==> config.mk <==
export PLATFORM = sky130hd
export DESIGN_NAME = flagscan_top
export DESIGN_NICKNAME = d
export VERILOG_FILES = /design/src/rtl/flagscan_pkg.sv /design/src/rtl/flagscan_ctrl.sv /design/src/rtl/flagscan_mux.sv /design/src/rtl/flagscan_dp.sv /design/src/rtl/flagscan_top.sv
export SDC_FILE = /design/constraint.sdc
export NUM_CORES = 1
export LEC_CHECK = 0
export ABC_AREA = 1
export BUFFER_PORTS_ARGS = -buffer_cell sky130_fd_sc_hd__buf_2
export CORE_ASPECT_RATIO = 1.5
export CORE_MARGIN = 5
export CORE_UTILIZATION = 40
export DETAILED_ROUTE_END_ITERATION = 10
export PLACE_DENSITY = 0.78
export SLEW_MARGIN = 20
export SYNTH_ARGS = -nofsm -noshare
export SYNTH_HDL_FRONTEND = slang
export SYNTH_HIERARCHICAL = 1
export SYNTH_SLANG_ARGS = --single-unit
export TNS_END_PERCENT = 5
==> constraint.sdc <==
create_clock -name clk -period 1.7 [get_ports clk]
set_clock_uncertainty 0.2 [all_clocks]
set_input_delay 0.17 -clock clk [delete_from_list [all_inputs] [get_ports clk]]
set_output_delay 0.17 -clock clk [all_outputs]
set_load 0.05 [all_outputs]
==> src/rtl/flagscan_pkg.sv <==
package flagscan_pkg;

  // Command strobes sent from the control unit to the datapath.
  typedef struct packed {
    logic loadFirst;  // take the token: show quadrant 1
    logic advance;    // polled stepping enabled this edge
    logic select;     // direct: capture quadrant and own the bus
    logic deselect;   // direct: another device was addressed
  } scanCmd_t;

endpackage

==> src/rtl/flagscan_ctrl.sv <==
module flagscan_ctrl
  import flagscan_pkg::*;
#(
  parameter int NUM_QUEUES = 32,
  parameter int NUM_QUADS  = 4,
  parameter int ID_W       = 3
) (
  input  logic                                  clk,
  input  logic                                  rst,
  input  logic                                  pollMode,
  input  logic                                  isMaster,
  input  logic [ID_W-1:0]                       deviceId,
  input  logic                                  flagStrobe,
  input  logic [ID_W+$clog2(NUM_QUEUES)-1:0]    wrAddr,
  input  logic                                  tokenIn,
  output scanCmd_t                              cmd,
  output logic [$clog2(NUM_QUADS)-1:0]          capQuad
);

  localparam int QFIELD_W = $clog2(NUM_QUEUES);
  localparam int QSEL_W   = $clog2(NUM_QUADS);
  localparam int ADDR_W   = ID_W + QFIELD_W;
  localparam int LOW_W    = QFIELD_W - QSEL_W;

  logic [ID_W-1:0] idLatched;
  logic            armed;
  logic            idMatch;
  logic            unusedQueueBits;

  // The ID pins are sampled only while reset is held.
  always_ff @(posedge clk) begin
    if (rst) idLatched <= deviceId;
  end

  // A master starts with a pending token that the first edge after reset consumes.
  always_ff @(posedge clk) begin
    if (rst) armed <= isMaster;
    else     armed <= 1'b0;
  end

  assign idMatch = (wrAddr[ADDR_W-1 -: ID_W] == idLatched);
  assign capQuad = wrAddr[QFIELD_W-1 -: QSEL_W];
  assign unusedQueueBits = &{1'b0, wrAddr[LOW_W-1:0]};

  always_comb begin
    cmd = '0;
    if (pollMode) begin
      cmd.loadFirst = armed | tokenIn;
      cmd.advance   = ~(armed | tokenIn);
    end else begin
      cmd.select    = flagStrobe & idMatch;
      cmd.deselect  = flagStrobe & ~idMatch;
    end
  end

endmodule

==> src/rtl/flagscan_mux.sv <==
module flagscan_mux #(
  parameter int NUM_QUEUES = 32,
  parameter int NUM_QUADS  = 4
) (
  input  logic [NUM_QUEUES-1:0]           almostFullN,
  input  logic [$clog2(NUM_QUADS)-1:0]    quadSel,
  input  logic                            driveBus,
  output logic [NUM_QUEUES/NUM_QUADS-1:0] flagBusN
);

  localparam int QUAD_W = NUM_QUEUES / NUM_QUADS;

  logic [QUAD_W-1:0] quadSlice [NUM_QUADS];

  for (genvar g = 0; g < NUM_QUADS; g++) begin : gSlice
    assign quadSlice[g] = almostFullN[g*QUAD_W +: QUAD_W];
  end

  // An idle device drives all ones so it never masks another device's flags.
  assign flagBusN = driveBus ? quadSlice[quadSel] : '1;

endmodule

==> src/rtl/flagscan_dp.sv <==
module flagscan_dp
  import flagscan_pkg::*;
#(
  parameter int NUM_QUEUES = 32,
  parameter int NUM_QUADS  = 4
) (
  input  logic                            clk,
  input  logic                            rst,
  input  scanCmd_t                        cmd,
  input  logic [$clog2(NUM_QUADS)-1:0]    capQuad,
  input  logic [NUM_QUEUES-1:0]           almostFullN,
  output logic [NUM_QUEUES/NUM_QUADS-1:0] flagBusN,
  output logic                            syncOut,
  output logic                            tokenOut
);

  localparam int QSEL_W = $clog2(NUM_QUADS);
  localparam logic [QSEL_W-1:0] LAST_Q = QSEL_W'(NUM_QUADS - 1);
  localparam logic [QSEL_W-1:0] PREV_Q = QSEL_W'(NUM_QUADS - 2);

  logic              active;
  logic [QSEL_W-1:0] quad;

  always_ff @(posedge clk) begin
    if (rst) begin
      active   <= 1'b0;
      quad     <= '0;
      syncOut  <= 1'b0;
      tokenOut <= 1'b0;
    end else begin
      syncOut  <= cmd.loadFirst;
      tokenOut <= cmd.advance & active & (quad == PREV_Q);
      if (cmd.loadFirst) begin
        active <= 1'b1;
        quad   <= '0;
      end else if (cmd.advance && active) begin
        if (quad == LAST_Q) active <= 1'b0;
        else                quad   <= quad + 1'b1;
      end else if (cmd.select) begin
        active <= 1'b1;
        quad   <= capQuad;
      end else if (cmd.deselect) begin
        active <= 1'b0;
      end
    end
  end

  flagscan_mux #(
    .NUM_QUEUES(NUM_QUEUES),
    .NUM_QUADS (NUM_QUADS)
  ) uMux (
    .almostFullN(almostFullN),
    .quadSel    (quad),
    .driveBus   (active),
    .flagBusN   (flagBusN)
  );

  assert_reset_idle_R1: assert property (@(posedge clk)
    $past(rst) |-> (!active && !syncOut && !tokenOut));

  assert_poll_step_R2: assert property (@(posedge clk) disable iff (rst)
    (cmd.advance && active && quad != LAST_Q) |=> (quad == $past(quad) + 1'b1));

  assert_sync_quad1_R3: assert property (@(posedge clk) disable iff (rst)
    syncOut |-> (active && quad == '0));

  assert_token_last_R4: assert property (@(posedge clk) disable iff (rst)
    tokenOut |-> (active && quad == LAST_Q));

  assert_cmd_exclusive_R5: assert property (@(posedge clk) disable iff (rst)
    $onehot0({cmd.loadFirst, cmd.advance, cmd.select, cmd.deselect}));

endmodule

==> src/rtl/flagscan_top.sv <==
module flagscan_top
  import flagscan_pkg::*;
#(
  parameter int NUM_QUEUES = 32,
  parameter int NUM_QUADS  = 4,
  parameter int ID_W       = 3
) (
  input  logic                            clk,
  input  logic                            rst,
  input  logic                            pollMode,
  input  logic                            isMaster,
  input  logic [ID_W-1:0]                 deviceId,
  input  logic [NUM_QUEUES-1:0]           almostFullN,
  input  logic                            flagStrobe,
  input  logic [ID_W+$clog2(NUM_QUEUES)-1:0] wrAddr,
  input  logic                            tokenIn,
  output logic [NUM_QUEUES/NUM_QUADS-1:0] flagBusN,
  output logic                            syncOut,
  output logic                            tokenOut
);

  localparam int QSEL_W = $clog2(NUM_QUADS);

  scanCmd_t          cmd;
  logic [QSEL_W-1:0] capQuad;

  flagscan_ctrl #(
    .NUM_QUEUES(NUM_QUEUES),
    .NUM_QUADS (NUM_QUADS),
    .ID_W      (ID_W)
  ) uCtrl (
    .clk       (clk),
    .rst       (rst),
    .pollMode  (pollMode),
    .isMaster  (isMaster),
    .deviceId  (deviceId),
    .flagStrobe(flagStrobe),
    .wrAddr    (wrAddr),
    .tokenIn   (tokenIn),
    .cmd       (cmd),
    .capQuad   (capQuad)
  );

  flagscan_dp #(
    .NUM_QUEUES(NUM_QUEUES),
    .NUM_QUADS (NUM_QUADS)
  ) uDp (
    .clk        (clk),
    .rst        (rst),
    .cmd        (cmd),
    .capQuad    (capQuad),
    .almostFullN(almostFullN),
    .flagBusN   (flagBusN),
    .syncOut    (syncOut),
    .tokenOut   (tokenOut)
  );

  assert_direct_quiet_R9: assert property (@(posedge clk) disable iff (rst)
    !pollMode |-> (!syncOut && !tokenOut));

endmodule

==> flow_summary.ini, run 1 <==
[timing]
tns_ns = 0
worst_slew_pin_slew_ns = 0.512
fmax_ghz = 0.618
rsz0062_at_grt = no
finalSetupViolations = 0
post-route-period-util_pct = 95.2
slew-limit-headroom_pct = 65.8
min_period_ns = 1.62
hold_viol = 0
maxSlewViolCount = 0

[clocking]
clock-sinks = 9
clockRootBuffer = clkbuf_4
cts_inserted_buffers = 3
clockBufferDepth = 2
cts_tree = yes
cts_max_level = 1
clock_latency_ns = 0.26
post_cts_buffers = 0
clk_pin_slew_ns = 0.06

[detailed_routing]
wl_per_cell_um = 10.8
vias_per_cell = 4.81
drt_iter0_drc = 20
drt_wl_total_mm = 2.44
vias = 1092
antenna_left = 0
drc = 0
dr.pass1.iters = 4

[synthesis]
ys_seq_area_share_pct = 26.0
synth_warnings = 6
syn_inst = 144
synthTopCellsByCount = 69 x nand2_1, 23 x nand3_1, 17 x inv_1
yosysTopAreaCellShare_pct = 32.0
synth_nets = 195
async_flop_share_pct = 0
syn_area_um2 = 810
yosysMostFrequentCell = nand2_1
yosys_most_used_dff = dfxtp_1
postSynthAreaPerCell_um2 = 5.62
synth.largest_area_cell = nand2_1
ys_types = 17
synth_area_leaders = nand2_1 32%, dfxtp_1 15%, nand3_1 14%, edfxtp_1 11%, inv_1 7.9%
synth_edf_count = 3
ys_seq_elements = 9

[cells_and_area]
fillCellCount = 193
fin_cells = 227
finish.instance_area_mm2 = 0.00121
n_antenna_cell = 0
area_growth_pct = 49.8
nNetsFinal = 257
layout-drive-gt1-share_pct = 32.7
fin_util_pct = 61.3

[critical_path]
cp-end-kind = output port
crit_family = flip-flops
startpoint_type = register
r2r-start = uCtrl/idLatched[0]
cp.arrival_ns = 1.25
path_common_cell = nand2_1
critPathKind = register to output port
crit_path_max_incr_delay_ns = 0.37
cp_slowest_cell = dfxtp_4
cp_num_cells = 6
path_buf_inv = 2
reg2reg_slack_ns = 0.20
reg2reg_to = uDp/quad[0]
crit_fanout = 16
rr_worst_depth = 10
path_cells = buf_12, nand2_1, nand3_1, nand2_1, nand2_1, buf_4
cp.required_ns = 1.33

[power]
power.leakage_nw = 0.706
fin_total_pwr_mw = 0.701
power_per_cell_area_mw_per_mm2 = 578
peakVddDrop_mv = 0.472

[die]
core_mm2 = 0.00198
die_h_um = 65.1
start_util_pct = 40.9
io_pins = 59
rows = 20
die_w_um = 46.7
die-area_mm2 = 0.00304

[min_path]
hold_class = input pin to register
hp-start = wrAddr[4]
hold_end = uDp/quad[1]
hold_depth = 5

[grt]
grt_pass1_wl_mm = 3.73
grt_max_degree = 17
grt_pass1_vias = 973
overflow = 0
grt_use_total_pct = 16.2
antenna_found_initial = 0

[placement]
place_area_mm2 = 0.00108
place_inst = 217
io_buffers = 55
dp_hpwl_mm = 1.89
gp_congestion = 0.855

[status]
outcome = finished clean

[run]
max_cap_viol_count = 0
-- cell families after synthesis --
logic type	share of synthesized area, %
compound gates	0.618
fa+ha+maj	3.09
simple gates	53.9
flops	26.0
xor+xnor	1.08
buf+inv	15.3
-- layout by cell type (no fill, tap or decap) --
master | netlist | routed
clkbuf_4 | 0 | 3
edfxtp_1 | 3 | 3
buf_6 | 2 | 2
xnor2_1 | 1 | 1
dfxtp_2 | 0 | 1
nor3_1 | 1 | 1
a21oi_1 | 1 | 1
nand3_1 | 23 | 23
buf_2 | 1 | 47
dlygate4sd3_1 | 0 | 6
clkbuf_1 | 0 | 1
buf_12 | 0 | 1
buf_4 | 3 | 8
nor2_1 | 10 | 10
nand2_1 | 69 | 69
inv_1 | 17 | 16
inv_2 | 0 | 1
inv_4 | 1 | 1
ha_1 | 2 | 2
dfxtp_1 | 6 | 4
nor3b_1 | 1 | 1
nand2_2 | 2 | 2
dfxtp_4 | 0 | 1
-- worst register-to-register path: stages (launching register included) --
cell	delay, ns
edfxtp_1	0.38
inv_1	0.07
nand2_1	0.05
nand2_1	0.05
nand3_1	0.09
nor2_1	0.17
inv_1	0.06
nand2_1	0.07
nand2_2	0.07
nor2_1	0.14
nor2_1	0.06
-- report_power, final --
group          total, mW  switching, mW  internal (mW)
sequential         0.255         0.0194          0.236
combinational      0.284          0.165          0.119
clock              0.162         0.0718         0.0903
total              0.701          0.256          0.445
-- per-stage QoR --
step                      hold WS, ns  setup WS, ns
after floorplan                0.0461         0.211
final                          0.0350        0.0818
after global routing           0.0919       0.00325
after global placement          0.147         0.172
after CTS                      0.0312       0.00370
after detailed placement        0.151         0.156
-- registers in the layout, summed over array words and instances, names as in the netlist --
name	flops
uDp/active	1
uDp/tokenOut	1
uDp/syncOut	1
uCtrl/idLatched	3
uCtrl/armed	1
uDp/quad	2
-- worst max-delay path by stage --
| stage | to | from | slack [ns] |
|---|---|---|---|
| floorplan | flagBusN[4] | uDp/quad[0] | 0.21 |
| global placement | flagBusN[5] | uDp/quad[0] | 0.17 |
| detailed placement | flagBusN[2] | uDp/quad[0] | 0.16 |
| CTS | flagBusN[2] | uDp/quad[1] | 0.004 |
| global route | flagBusN[2] | uDp/quad[0] | 0.003 |
| finish | flagBusN[4] | uDp/quad[0] | 0.08 |
-- layer usage --
metal  wire, um  share of wire [%]  track usage, %
met1        912                 37            16.9
met2       1160                 48            29.5
met3        324                 13            2.47
met4         43                1.8            7.96
met5          0                  0               0
-- timing repair --
item                       in CTS  in global routing
gates resized for setup        10                  7
setup endpoints to repair       8                  8
hold buffers                    6                  0
hold endpoints to repair        6                  0
-- cell type report --
| type | instances | area, um^2 | area share, % |
|---|---|---|---|
| well taps | 22 | 27.5 | 2.27 |
| multi-input cells | 110 | 475 | 39.2 |
| repair buffers | 64 | 398 | 32.8 |
| flip-flops and latches | 9 | 215 | 17.8 |
| clock buffers | 4 | 26.3 | 2.17 |
| inverters | 18 | 70.1 | 5.78 |
Note: power is estimated with default switching activity, not from simulation.
==> run 2: changes to the inputs <==
--- a/config.mk
+++ b/config.mk
@@ -5,13 +5,11 @@
 export SDC_FILE = /design/constraint.sdc
 export NUM_CORES = 1
 export LEC_CHECK = 0
-export ABC_AREA = 1
 export BUFFER_PORTS_ARGS = -buffer_cell sky130_fd_sc_hd__buf_2
-export CORE_ASPECT_RATIO = 1.5
 export CORE_MARGIN = 5
-export CORE_UTILIZATION = 40
+export CORE_UTILIZATION = 37
 export DETAILED_ROUTE_END_ITERATION = 10
-export PLACE_DENSITY = 0.78
+export PLACE_DENSITY = 0.77
 export SLEW_MARGIN = 20
 export SYNTH_ARGS = -nofsm -noshare
 export SYNTH_HDL_FRONTEND = slang
==> flow_summary.ini, run 2 <==
[timing]
fmax_ghz = 0.518
tns_ns = -1.86
worst_slew_pin_slew_ns = 0.276
min_period_ns = 1.93
whs_ns = 0.0186
rsz0062_at_grt = yes
finalSetupViolations = 10
slew-limit-headroom_pct = 81.5
maxSlewViolCount = 0
timing.final.ws_setup_ns = -0.232
hold_viol = 0
post-route-period-util_pct = 114

[cells_and_area]
layout-drive-gt1-share_pct = 71.2
n_antenna_cell = 0
fillCellCount = 127
nNetsFinal = 177
fin_util_pct = 74.4
mostFrequentLayoutCells = 47 x buf_2, 9 x nand2b_4, 8 x buf_8, 8 x mux4_2, 5 x dfxtp_1
area_growth_pct = 86.3
largestRegisters = uCtrl/idLatched (3), uDp/quad (2)
regMostFlops = uCtrl/idLatched
largest_register_ffs = 3
layout_commonest_cell = buf_2
fin_cells = 150

[placement]
dp_hpwl_mm = 1.65
dp_worst_setup_slack_ns = -0.0542
place_inst = 139
gp_congestion = 0.759
io_buffers = 55

[critical_path]
cp.required_ns = 1.33
path_cells = clkbuf_16, mux4_2, nand2b_4, buf_8
startpoint_type = register
reg2reg_to = uDp/quad[0]
cp-end-kind = output port
r2r-start = uDp/quad[0]
crit_end = flagBusN[0]
cp_slowest_cell = mux4_2
crit_path_max_incr_delay_ns = 0.49
crit_start = uDp/quad[0]
crit_fanout = 4
rr_worst_depth = 7
reg2reg_slack_ns = -0.10
critPathKind = register to output port
cp.arrival_ns = 1.56

[detailed_routing]
drt_iter0_drc = 5
vias_per_cell = 4.87
vias = 730
drc = 0
wl_per_cell_um = 14.3
antenna_left = 0
dr.pass1.iters = 4
drt_wl_total_mm = 2.14

[synthesis]
synth_edf_count = 3
postSynthAreaPerCell_um2 = 11.9
async_flop_share_pct = 0
synth.largest_area_cell = mux4_2
synth_warnings = 6
synth_area_leaders = mux4_2 26%, dfxtp_1 17%, edfxtp_1 13%, nand2b_1 9.8%, xnor2_1 3.7%
synthTopCellsByCount = 11 x nand2b_1, 8 x mux4_2, 6 x dfxtp_1
yosys_most_used_dff = dfxtp_1
yosysMostFrequentCell = nand2b_1
ys_types = 28
syn_area_um2 = 704
ys_seq_elements = 9
yosysTopAreaCellShare_pct = 25.6
synth_nets = 110
ys_seq_area_share_pct = 29.8
syn_inst = 59

[clocking]
clock_latency_ns = 0.25
clock-sinks = 9
cts_max_level = 1
cts_inserted_buffers = 3
cts_tree = yes
clockRootBuffer = clkbuf_4
clockBufferDepth = 2
clk_pin_slew_ns = 0.06

[die]
die-area_mm2 = 0.00288
rows = 15
die_w_um = 53.6
die_h_um = 53.6
start_util_pct = 39.9
io_pins = 59
core_mm2 = 0.00176

[grt]
grt_pass1_vias = 778
antenna_found_initial = 0
grt_pass1_wl_mm = 3.10
grt_use_total_pct = 14.5
grt_max_degree = 11
overflow = 0

[min_path]
hold_class = input pin to register

[status]
outcome = finished, violations left
violations = negative setup slack

[run]
max_cap_viol_count = 0

[power]
peakVddDrop_mv = 0.286
power.leakage_nw = 0.589
power_per_cell_area_mw_per_mm2 = 534
## run 2: per-stage QoR
| stage | instance area [um^2] | power [mW] |
|---|---|---|
| after floorplan | 729 | 0.392 |
| after global placement | 1060 | 0.473 |
| after detailed placement | 1060 | 0.480 |
| after CTS | 1210 | 0.674 |
| after global routing | 1310 | 0.743 |
| final | 1310 | 0.700 |
## run 2: where the power goes
part,internal (mW),switching [mW]
registers,0.235,0.00866
logic,0.164,0.138
clock network,0.0899,0.0654
## run 2: repair_timing
action | 4_1_cts | 5_1_grt
setup endpoints to repair | 9 | 10
endpoints found under the hold margin | 4 | 0
gates resized for setup | 21 | 17
hold buffers | 4 | 0
pin swaps | 3 | 1
buffers inserted | 1 | 1
gates cloned | 0 | 1
## run 2: cell families after synthesis
group                      Yosys count  synth area share (%)
and+or+nand+nor                     22                  20.8
AOI/OAI and AO/OA                    9                  10.3
muxes                                9                  27.0
DFF                                  9                  29.8
buffers and inverters                5                  4.79
xor gates and xnor gates             3                  3.73
adders and majority gates            2                  3.55
## run 2: how the worst min path moves through the flow
stage,slack (ns),end,start,cells after the start
4_1_cts,0.008,uDp/quad[0],wrAddr[3],3
5_1_grt,0.01,uDp/quad[0],wrAddr[3],3
2_1_floorplan,0.05,uDp/quad[0],rst,1
6_report,0.02,uDp/quad[0],wrAddr[3],3
3_5_place_dp,0.15,uCtrl/idLatched[1],deviceId[1],1
3_3_place_gp,0.15,uCtrl/idLatched[1],deviceId[1],1
## run 2: cell type report
type                            instances  area, um^2  share of cell area [%]
Sequential cell                         9         214                    16.3
Clock buffer                            4        26.3                    2.00
Inverter                                1        3.75                   0.286
Timing Repair Buffer                   66         490                    37.4
Multi-Input combinational cell         45         547                    41.7
Tap cell                               25        31.3                    2.38
## run 2: routing by layer
layer	global-route usage [%]	vias to the layer above	wire length (um)
met5	0	-	0
met4	3.83	0	0
met3	6.93	0	309
met2	23.5	49	1030
met1	17.1	327	794
li1	-	354	-
## run 2: worst max-delay path: cells and delay by family (launching register included)
family,cells,cell delay (ns)
AND/OR/NAND/NOR,1,0.16
multiplexers,1,0.49
buffers and inverters,2,0.29
flip-flops,1,0.38
